File: src/rtl/pwr_rst_pkg.sv
// Package: shared types for the supply reset sequencer.
// Assumes: nothing; holds only the sequencer state encoding.
package pwr_rst_pkg;

    // Sequencer states: idle, power-on reset waiting for release,
    // brownout freeze, and reset stretch.
    typedef enum logic [1:0] {
        ST_IDLE    = 2'd0,
        ST_ARMED   = 2'd1,
        ST_HOLD    = 2'd2,
        ST_STRETCH = 2'd3
    } prs_state_t;

endpackage

File: src/rtl/pwr_sync.sv
// Module: pwr_sync
// Brings W asynchronous single-bit flags into the clk domain through a
// two-stage flip-flop chain per bit.
// Assumes: each flag is level-like and stable for several clk cycles;
// multi-bit coherence between flags is not needed.
module pwr_sync #(
    parameter int W = 4
) (
    input  logic         clk,
    input  logic         rst_n,
    input  logic [W-1:0] d_a,
    output logic [W-1:0] q_s
);

    for (genvar i = 0; i < W; i++) begin : g_bit
        logic meta_q;
        logic sync_q;

        // Two-stage capture of flag bit i; clears under reset.
        always_ff @(posedge clk) begin
            if (!rst_n) begin
                meta_q <= 1'b0;
                sync_q <= 1'b0;
            end else begin
                meta_q <= d_a[i];
                sync_q <= meta_q;
            end
        end

        assign q_s[i] = sync_q;
    end

endmodule

File: src/rtl/pwr_qual_timer.sv
// Module: pwr_qual_timer
// Measures how long the core supply has stayed low. It counts tick strobes
// while run is high, clears when run drops, and saturates at QUAL_TICKS,
// where expired is raised.
// Assumes: tick is a one-cycle strobe in the clk domain; run is synchronous.
module pwr_qual_timer #(
    parameter int QUAL_TICKS = 200,
    parameter int QCW        = $clog2(QUAL_TICKS + 1)
) (
    input  logic           clk,
    input  logic           rst_n,
    input  logic           tick,
    input  logic           run,
    output logic [QCW-1:0] cnt,
    output logic           expired
);

    localparam logic [QCW-1:0] LIMIT = QCW'(QUAL_TICKS);

    logic [QCW-1:0] cnt_q;

    // Qualification count: clear on a gap, advance on tick, stop at the limit.
    always_ff @(posedge clk) begin
        if (!rst_n) begin
            cnt_q <= '0;
        end else if (!run) begin
            cnt_q <= '0;
        end else if (tick && (cnt_q != LIMIT)) begin
            cnt_q <= cnt_q + 1'b1;
        end
    end

    assign cnt     = cnt_q;
    assign expired = (cnt_q == LIMIT);

endmodule

File: src/rtl/pwr_rst_fsm.sv
// Module: pwr_rst_fsm
// Sequencer core. Picks the power-on or brownout scheme from bor_mode,
// drives chip_rst and hold, and times the reset stretch.
// Assumes: all flags are already synchronised; bor_mode is quasi-static.
module pwr_rst_fsm
    import pwr_rst_pkg::*;
#(
    parameter int STRETCH_CYC = 16,
    parameter int SCW         = (STRETCH_CYC > 1) ? $clog2(STRETCH_CYC) : 1
) (
    input  logic           clk,
    input  logic           rst_n,
    input  logic           bor_mode,
    input  logic           qual_expired,
    input  logic           rel_s,
    input  logic           bor_s,
    input  logic           avok_s,
    output prs_state_t     state,
    output logic [SCW-1:0] scnt,
    output logic           chip_rst,
    output logic           hold
);

    localparam logic [SCW-1:0] SLOAD = SCW'(STRETCH_CYC - 1);

    prs_state_t     st_q, st_d;
    logic [SCW-1:0] sc_q, sc_d;
    logic           bor_live;

    // Brownout comparator is trusted only in brownout mode with analog supply valid.
    assign bor_live = bor_mode && avok_s;

    // Next-state and stretch-count decision.
    always_comb begin
        st_d = st_q;
        sc_d = sc_q;
        unique case (st_q)
            ST_IDLE: begin
                if (bor_live && bor_s) begin
                    st_d = ST_HOLD;
                end else if (!bor_mode && qual_expired) begin
                    st_d = ST_ARMED;
                end
            end
            ST_ARMED: begin
                if (rel_s) begin
                    st_d = ST_STRETCH;
                    sc_d = SLOAD;
                end
            end
            ST_HOLD: begin
                if (!bor_live) begin
                    st_d = ST_IDLE;
                end else if (!bor_s) begin
                    st_d = ST_STRETCH;
                    sc_d = SLOAD;
                end
            end
            ST_STRETCH: begin
                if (sc_q == '0) begin
                    st_d = ST_IDLE;
                end else begin
                    sc_d = sc_q - 1'b1;
                end
            end
            default: st_d = ST_IDLE;
        endcase
    end

    // State register: reset behaves like power-up and waits for release.
    always_ff @(posedge clk) begin
        if (!rst_n) begin
            st_q <= ST_ARMED;
            sc_q <= '0;
        end else begin
            st_q <= st_d;
            sc_q <= sc_d;
        end
    end

    assign state    = st_q;
    assign scnt     = sc_q;
    assign chip_rst = (st_q == ST_ARMED) || (st_q == ST_STRETCH);
    assign hold     = (st_q == ST_HOLD);

endmodule

File: src/rtl/pwr_rst_seq.sv
// Module: pwr_rst_seq (top)
// Supply reset sequencer. It synchronises the monitor flags, qualifies
// low-supply dips on the slow tick and sequences the reset or freeze.
// Assumes: tick is a clk-domain strobe; bor_mode changes only when idle;
// vdd_low_a and vdd_rel_a are never high together.
module pwr_rst_seq
    import pwr_rst_pkg::*;
#(
    parameter int QUAL_TICKS  = 200,
    parameter int STRETCH_CYC = 16
) (
    input  logic clk,
    input  logic rst_n,
    input  logic tick,
    input  logic bor_mode,
    input  logic vdd_low_a,
    input  logic vdd_rel_a,
    input  logic bor_low_a,
    input  logic avdd_ok_a,
    output logic chip_rst,
    output logic hold
);

    localparam int NFLAG = 4;
    localparam int QCW   = $clog2(QUAL_TICKS + 1);
    localparam int SCW   = (STRETCH_CYC > 1) ? $clog2(STRETCH_CYC) : 1;

    logic [NFLAG-1:0] flags_s;
    logic             low_s, rel_s, bor_s, avok_s;
    logic [QCW-1:0]   qcnt;
    logic             qexp;
    logic [SCW-1:0]   scnt;
    prs_state_t       state;

    pwr_sync #(.W(NFLAG)) u_sync (
        .clk   (clk),
        .rst_n (rst_n),
        .d_a   ({avdd_ok_a, bor_low_a, vdd_rel_a, vdd_low_a}),
        .q_s   (flags_s)
    );

    assign low_s  = flags_s[0];
    assign rel_s  = flags_s[1];
    assign bor_s  = flags_s[2];
    assign avok_s = flags_s[3];

    // The power-on path is switched off entirely in brownout mode.
    pwr_qual_timer #(.QUAL_TICKS(QUAL_TICKS), .QCW(QCW)) u_qual (
        .clk     (clk),
        .rst_n   (rst_n),
        .tick    (tick),
        .run     (low_s && !bor_mode),
        .cnt     (qcnt),
        .expired (qexp)
    );

    pwr_rst_fsm #(.STRETCH_CYC(STRETCH_CYC), .SCW(SCW)) u_fsm (
        .clk          (clk),
        .rst_n        (rst_n),
        .bor_mode     (bor_mode),
        .qual_expired (qexp),
        .rel_s        (rel_s),
        .bor_s        (bor_s),
        .avok_s       (avok_s),
        .state        (state),
        .scnt         (scnt),
        .chip_rst     (chip_rst),
        .hold         (hold)
    );

endmodule

File: config.mk
export PLATFORM = sky130hd
export DESIGN_NAME = pwr_rst_seq
export DESIGN_NICKNAME = d
export VERILOG_FILES = /design/src/rtl/pwr_rst_pkg.sv /design/src/rtl/pwr_sync.sv /design/src/rtl/pwr_qual_timer.sv /design/src/rtl/pwr_rst_fsm.sv /design/src/rtl/pwr_rst_seq.sv
export SDC_FILE = /design/constraint.sdc
export NUM_CORES = 1
export LEC_CHECK = 0
export BUFFER_PORTS_ARGS = -buffer_cell sky130_fd_sc_hd__buf_2
export CAP_MARGIN = 30
export CORE_MARGIN = 4
export CORE_UTILIZATION = 46
export DETAILED_ROUTE_END_ITERATION = 7
export MAX_ROUTING_LAYER = met4
export PLACE_DENSITY = 0.66
export SYNTH_ARGS = -nofsm -noshare
export SYNTH_HDL_FRONTEND = slang
export SYNTH_SLANG_ARGS = --single-unit
File: constraint.sdc
create_clock -name clk -period 4.4 [get_ports clk]
set_input_delay 0.22 -clock clk [delete_from_list [all_inputs] [get_ports clk]]
set_output_delay 0.22 -clock clk [all_outputs]
set_load 0.1 [all_outputs]
==> impl_results.md, run 1 <==
- Outcome: finished clean
- Max Buffers Root-to-Sink: 2
- Count of unique library cells instantiated by Yosys: 33
- Net total in the final layout: between 100 and 150
- Async set or reset register ratio after synthesis: 0%
- Area of the die: 2904 um2
- Clock sink total: 22
- Max-slew violation count: 0
- TritonCTS clock tree: yes
- Endpoint required time on the critical path: around 4200 ps
- Net count after synthesis: 117
- Cts repair resizes: 0
- Core area: between 1500 and 2000 um2
- Worst slew margin relative to its limit: just under 70%
- Crit path kind: reg -> out
- EDFF count, synth: 0
- Type of the most critical hold path: in -> reg
- RD Place Congestion: a little under 0.8
- Total design power: 0.3461 mW
- Clk slew on worst S/H paths: ~110 ps
- Starting density of the core: about half
- IR Drop Worst-Case VDD: 173.5 uV
- Half-perimeter wire length after detailed placement: 1246 um
- FF+latch area: 440.4 um2
- Number of placed I/O pins: 10
- Total of flip-flops plus latches after synthesis: 22
- Mapped Cells: approximately 110
- Vias in the first global route: ~710
- Kind of cell with the highest combined delay on the critical path: buffers and inverters
- Final worst setup slack: around 2700 ps
- Site row count: 16
- Area Overhead vs Synth: 8.785%
- Cell depth of the worst hold path: 2
- Global-route wire length before repair: roughly 3000 um
- CP arrival: about 1500 ps
- Critical Path, Cell by Cell: inv_1 -> nor2_1 -> buf_2
- Avg Inst Size Synth: about 9.1 um2
- Leakage component of the power: about 0.39 nW
- P per Cell Area: around 330 nW/um2
- Wire length per cell: about 12 um
- Inserted Diodes: 0
- Number of failing hold endpoints at the final stage: 0
- Number of optimization iterations in the first detailed-route pass: 4
- Max stage delay cell, worst path: sky130_fd_sc_hd__dfxtp_1
- Setup repair bufs after CTS: 0
- Placed cell count: 138
- Final setup violation count: 0
- DRC marker count from the first detailed-route iteration: 16
- Post-route ant nets: 0
- Max Fanout on Critical Path: 10
- Top achievable clock speed: ~0.58 GHz
- Overall via count from detail_route: ~760
- Pin count of the biggest net entering global routing: 13
- H-tree levels: 1
- Dominant register cell in the synthesized netlist: sky130_fd_sc_hd__dfxtp_1
- Combined area of the multi-input logic cells: a little under 500 um2
- Post-route DRC violation count: 0
- Total of fill cells in the finished design: 184
- TritonCTS buffer count: 3
- Unrepaired setup endpoints after global routing: no
- Non-filler instance count after layout: 141
- Initial antenna violation count: 0
- Critical Path Source Type: flip-flop
- Clock root buffer master: sky130_fd_sc_hd__clkbuf_4
- Period utilisation layout: around 39%
- Sequential-to-total area share from yosys stat: 45.48%
- Number of cells traversed by the worst register-to-register path: 6
- Avg Vias per Cell: around 5.4
- Tmin final: 1735 ps
- Cell depth of the worst setup path: 3
- GRT Util Overall: ~15%
- Accumulated negative setup slack: 0 ps
- Clock latency of the later-clocked register in the worst-skew pair: ~300 ps
- Count of hold-fix buffers inserted at cts: 0
- Delay of the slowest cell on the worst path: about 530 ps
- Max-capacitance violation count: 0
- Cell area after synthesis: roughly 970 um2
- Share of cells above drive strength 1: 14.04%
- CP endpoint kind: output port
- Buffers & Inverters on Critical Path: 2
- Pre-CTS setup slack: about 2800 ps
- Overall die height: around 54 um
- Yosys Warn Count: 0
- Post-Route WL: 1648 um
- Tightest Pin Transition: between 400 and 500 ps
- Horizontal die dimension: roughly 54 um
- Fin Clk Skew: between 3 and 4 ps
- Total grt overflow: 0
- Port bufs: 9
==> flip-flops by register name, indices dropped and copies added (netlist names) <==
name / count
u_fsm.state: 2
u_sync.g_bit.meta_q: 4
u_sync.g_bit.sync_q: 4
u_fsm.scnt: 4
u_qual.cnt: 8
==> path summary, 6_finish.rpt <==
check / start / end / slack (ps)
max: u_fsm.state[1]$_SDFFE_PN0P_ / hold / 2670
min: vdd_low_a / u_sync.g_bit[0].meta_q$_SDFF_PN0_ / 110
max reg2reg: u_fsm.scnt[0]$_SDFFE_PN0P_ / u_fsm.scnt[1]$_SDFFE_PN0P_ / 2690
min reg2reg: u_sync.g_bit[2].meta_q$_SDFF_PN0_ / u_sync.g_bit[2].sync_q$_SDFF_PN0_ / 450
==> placed cells by master (no fill, tap or decap), types with 2 or more instances in the layout <==
master / instances
sky130_fd_sc_hd__mux2i_1: 2
sky130_fd_sc_hd__clkbuf_4: 3
sky130_fd_sc_hd__nand4_1: 2
sky130_fd_sc_hd__nand2_1: 2
sky130_fd_sc_hd__nor2_1: 11
sky130_fd_sc_hd__dfxtp_1: 22
sky130_fd_sc_hd__a31oi_1: 2
sky130_fd_sc_hd__nand2b_1: 2
sky130_fd_sc_hd__ha_1: 3
sky130_fd_sc_hd__nand3_1: 6
sky130_fd_sc_hd__o21ai_0: 4
sky130_fd_sc_hd__inv_1: 6
sky130_fd_sc_hd__and2_1: 8
sky130_fd_sc_hd__nor4_1: 2
sky130_fd_sc_hd__buf_2: 9
sky130_fd_sc_hd__a21oi_1: 5
sky130_fd_sc_hd__or3_1: 2
sky130_fd_sc_hd__nor2b_1: 3
sky130_fd_sc_hd__xor2_1: 6
==> through the flow <==
| stage | area [um2] | hold slack (ps) | util [%] |
|---|---|---|---|
| final | 1054 | 110.1 | 53.16 |
| after global routing | 1054 | 102.0 | 53.16 |
| after CTS | 1054 | 103.3 | 53.16 |
| after detailed placement | 1031 | 419.6 | 52.02 |
| after global placement | 1031 | 415.6 | 52.02 |
| after floorplan | 968.4 | 347.3 | - |
==> cells by family (layout without fill, tap and decap cells) <==
logic type,after synthesis,count (layout),share of synthesized area [%]
muxes,3,3,3.230
xor gates and xnor gates,7,7,6.331
AOI/OAI and AO/OA,17,17,11.11
buffers and inverters,10,18,4.004
DFF,22,22,45.48
and+or+nand+nor,44,44,25.97
adders and majority gates,3,3,3.876
==> cell type report <==
type	instances	share of cell area [%]
clock buffers	3	2.138
inverters	6	2.138
well taps	27	3.207
repair buffers	9	4.276
flip-flops and latches	22	41.81
multi-input cells	74	46.44
==> synth_stat cells (all sizes together) (2+ instances only) <==
cell type  count  area (um2)
nand4          2       12.51
a31oi          2       12.51
and2           8       50.05
o21ai          4       20.02
xor2           6       52.55
nor4           2       12.51
or3            2       12.51
dfxtp         22       440.4
nand2          2       7.510
clkbuf         3       11.26
nor2b          3       18.77
nand3          6       30.03
a21oi          5       25.02
inv            6       22.52
nand2b         2       12.51
ha             3       37.54
mux2i          2       20.02
nor2          11       41.29
==> power breakdown <==
group          total (mW)  internal (mW)  switching (mW)
Sequential          0.216          0.208         0.00830
Combinational      0.0409         0.0179          0.0230
Clock              0.0890         0.0320          0.0570
Total               0.346          0.258          0.0883
==> layer usage <==
| metal | share of wire (%) | global-route usage [%] | up-vias |
|---|---|---|---|
| li1 | - | - | 388 |
| met1 | 48 | 19.35 | 346 |
| met2 | 45 | 21.57 | 21 |
| met3 | 5.0 | 3.324 | 4 |
| met4 | 1.5 | 6.383 | 0 |
| met5 | 0 | - | - |
Power figures use the tool's default switching activity.
==> run 2, diff against run 1 <==
Settings changed: PLACE_DENSITY 0.66 to 0.68.
Clock period 4.4 ns to 1.4 ns, I/O delays scaled along.
==> run 2 against run 1 <==
The flow now finishes with violations (negative setup slack). Register-to-register slack lost 2900 ps. Sequential cell count is the same. Highest routed layer unchanged. Cell count grew 17%. Sequential power grew to 3.2 times the previous value. Core utilization grew 18 points. Largest cell class unchanged.
==> impl_results.md, run 2 (synthesis gave the netlist of run 1 again) <==
- CP endpoint kind: flip-flop (was output port)
- Clock root buffer master: sky130_fd_sc_hd__clkbuf_4 (unchanged)
- DRC marker count from the first detailed-route iteration: 10 (was 16)
- Area Overhead vs Synth: 46.25% (was 8.785%)
- Register-to-Register Setup Slack: -220 ps (was 2690 ps)
- Wire length per cell: 13.36 um (was 11.69 um)
- Period utilisation layout: 115.6%
- Total design power: 1.422 mW (was 0.3461 mW)
- TritonCTS buffer count: 3 (unchanged)
- Vias in the first global route: 835 (was 714)
- Leakage component of the power: 0.5537 nW (was 0.3876 nW)
- Post-Route WL: 2205 um (was 1648 um)
- CP arrival: 1880 ps (was 1510 ps)
- Share of cells above drive strength 1: 40.58% (was 14.04%)
- Worst slew margin relative to its limit: 77.60% (was 67.83%)
- Post-route design area: 1416 um2 (was 1054 um2)
- Total of fill cells in the finished design: 147 (was 184)
- GRT Util Overall: 17.94% (was 14.75%)
- Endpoint required time on the critical path: 1660 ps (was 4180 ps)
- Net total in the final layout: 150 (was 127)
- Initial antenna violation count: 0 (unchanged)
- Post-route DRC violation count: 0 (unchanged)
- Port bufs: 9 (unchanged)
- Total grt overflow: 0 (unchanged)
- Horizontal die dimension: 53.89 um (unchanged)
- Tightest Pin Transition: 334.9 ps (was 485.9 ps)
- Number of optimization iterations in the first detailed-route pass: 5 (was 4)
- Max Buffers Root-to-Sink: 2 (unchanged)
- Clock sink total: 22 (unchanged)
- Tmin final: 1619 ps
- Pin count of the biggest net entering global routing: 14 (was 13)
- Starting density of the core: 48.86% (unchanged)
- Overall die height: 53.89 um (unchanged)
- Post-route ant nets: 0 (unchanged)
- H-tree levels: 1 (unchanged)
- Overall via count from detail_route: 861 (was 759)
- Half-perimeter wire length after detailed placement: 1427 um (was 1246 um)
- Highest-count cells in the layout ignoring fill and taps: sky130_fd_sc_hd__buf_4 (18), sky130_fd_sc_hd__dfxtp_1 (18), sky130_fd_sc_hd__nor2_1 (9), sky130_fd_sc_hd__and2_1 (8), sky130_fd_sc_hd__buf_2 (7) (was sky130_fd_sc_hd__dfxtp_1 (22), sky130_fd_sc_hd__nor2_1 (11), sky130_fd_sc_hd__buf_2 (9), sky130_fd_sc_hd__and2_1 (8))
- Final setup violation count: 4 (was 0)
- Unrepaired setup endpoints after global routing: yes (was no)
- Violations in the final reports: negative setup slack
- Global-route wire length before repair: 3643 um (was 3015 um)
- Critical Path Source Type: flip-flop (unchanged)
- Pre-CTS setup slack: -207.6 ps (was 2756 ps)
- TritonCTS clock tree: yes (unchanged)
- Final worst setup slack: -218.7 ps (was 2665 ps)
- Crit path kind: reg -> reg (was reg -> out)
- IR Drop Worst-Case VDD: 1013 uV (was 173.5 uV)
- Area of the die: 2904 um2 (unchanged)
- Clock latency of the later-clocked register in the worst-skew pair: 310 ps (was 300 ps)
- Type of the most critical hold path: in -> reg (unchanged)
- P per Cell Area: 1004 nW/um2 (was 328.5 nW/um2)
- Number of failing hold endpoints at the final stage: 0 (unchanged)
- Max Fanout on Critical Path: 2 (was 10)
- Core area: 1982 um2 (unchanged)
- Max-capacitance violation count: 0 (unchanged)
- Inserted Diodes: 0 (unchanged)
- Max-slew violation count: 0 (unchanged)
- Flip-flop count of the largest register, all copies and words added: 8 (unchanged)
- Site row count: 16 (unchanged)
- Avg Vias per Cell: 5.218 (was 5.383)
- RD Place Congestion: 0.7707 (was 0.7916)
- Instance area at placement: 1191 um2 (was 1031 um2)
- Fin Clk Skew: 7.469 ps (was 3.695 ps)
- Top achievable clock speed: 0.6178 GHz
- Number of placed I/O pins: 10 (unchanged)
- Outcome: finished, violations left (was finished clean)
- Clk slew on worst S/H paths: 120 ps (was 110 ps)
-- run 2: changes by cell type in the layout (fill, tap and decap cells not counted), sizes merged --
cell         change
buf             +19
dlygate4sd3      +4
bufinv           +1
-- run 2: timing repair --
action	4_1_cts	5_1_grt
setup endpoints to repair	7	9
hold buffers	4	0
pin swaps	7	7
cloned	0	0
hold endpoints to repair	4	0
buffers inserted	1	2
resized for setup	16	13
-- run 2: stage by stage --
step | hold slack [ps] | std cells | setup TNS [ps] | util (%)
3_5_place_dp | 281.0 | 155 | -713.9 | 60.10
2_1_floorplan | 197.3 | 106 | -360.7 | -
6_report | 65.92 | 165 | -579.5 | 71.46
3_3_place_gp | 276.2 | 155 | -514.5 | 60.10
5_1_grt | 54.01 | 165 | -933.2 | 71.46
4_1_cts | 53.92 | 163 | -535.5 | 67.80
-- run 2: area by class of cell --
class	count	area, um2	area share, %
inverters	6	22.52	1.590
well taps	27	33.78	2.385
multi-input cells	74	598.1	42.23
flip-flops and latches	22	447.9	31.63
clock buffers	3	22.52	1.590
repair buffers	32	261.5	18.46
clock inverters	1	30.03	2.120
-- run 2: routing by layer --
metal	track usage, %	up-vias	share of wire [%]
met4	3.830	0	1.2
met5	-	-	0
met2	28.43	25	49
met3	5.817	4	4.4
met1	22.17	398	45
li1	-	434	-
-- run 2: report_power, final --
| part | switching, mW | leakage [nW] | internal (mW) |
|---|---|---|---|
| registers | 0.0357 | 0.182 | 0.654 |
| clock network | 0.190 | 0.0279 | 0.289 |
| logic | 0.110 | 0.344 | 0.142 |
| total | 0.336 | 0.554 | 1.09 |
-- run 2: worst paths after layout --
| path | start | to | cells after the start |
|---|---|---|---|
| worst max-delay path | u_qual.cnt[4]$_SDFFE_PN0P_ | u_fsm.state[0]$_SDFFE_PN1P_ | 4 |
| worst min-delay path | rst_n | u_fsm.scnt[0]$_SDFFE_PN0P_ | 3 |
| worst max register to register | u_qual.cnt[4]$_SDFFE_PN0P_ | u_fsm.state[0]$_SDFFE_PN1P_ | 4 |
| worst min register to register | u_sync.g_bit[2].meta_q$_SDFF_PN0_ | u_sync.g_bit[2].sync_q$_SDFF_PN0_ | 1 |
-- run 2: critical path: stages (launching register included) --
cell and delay, ps:
sky130_fd_sc_hd__dfxtp_2 340, sky130_fd_sc_hd__or4b_4 530, sky130_fd_sc_hd__or3_4 390, sky130_fd_sc_hd__a311oi_2 190
sky130_fd_sc_hd__or3_1 130
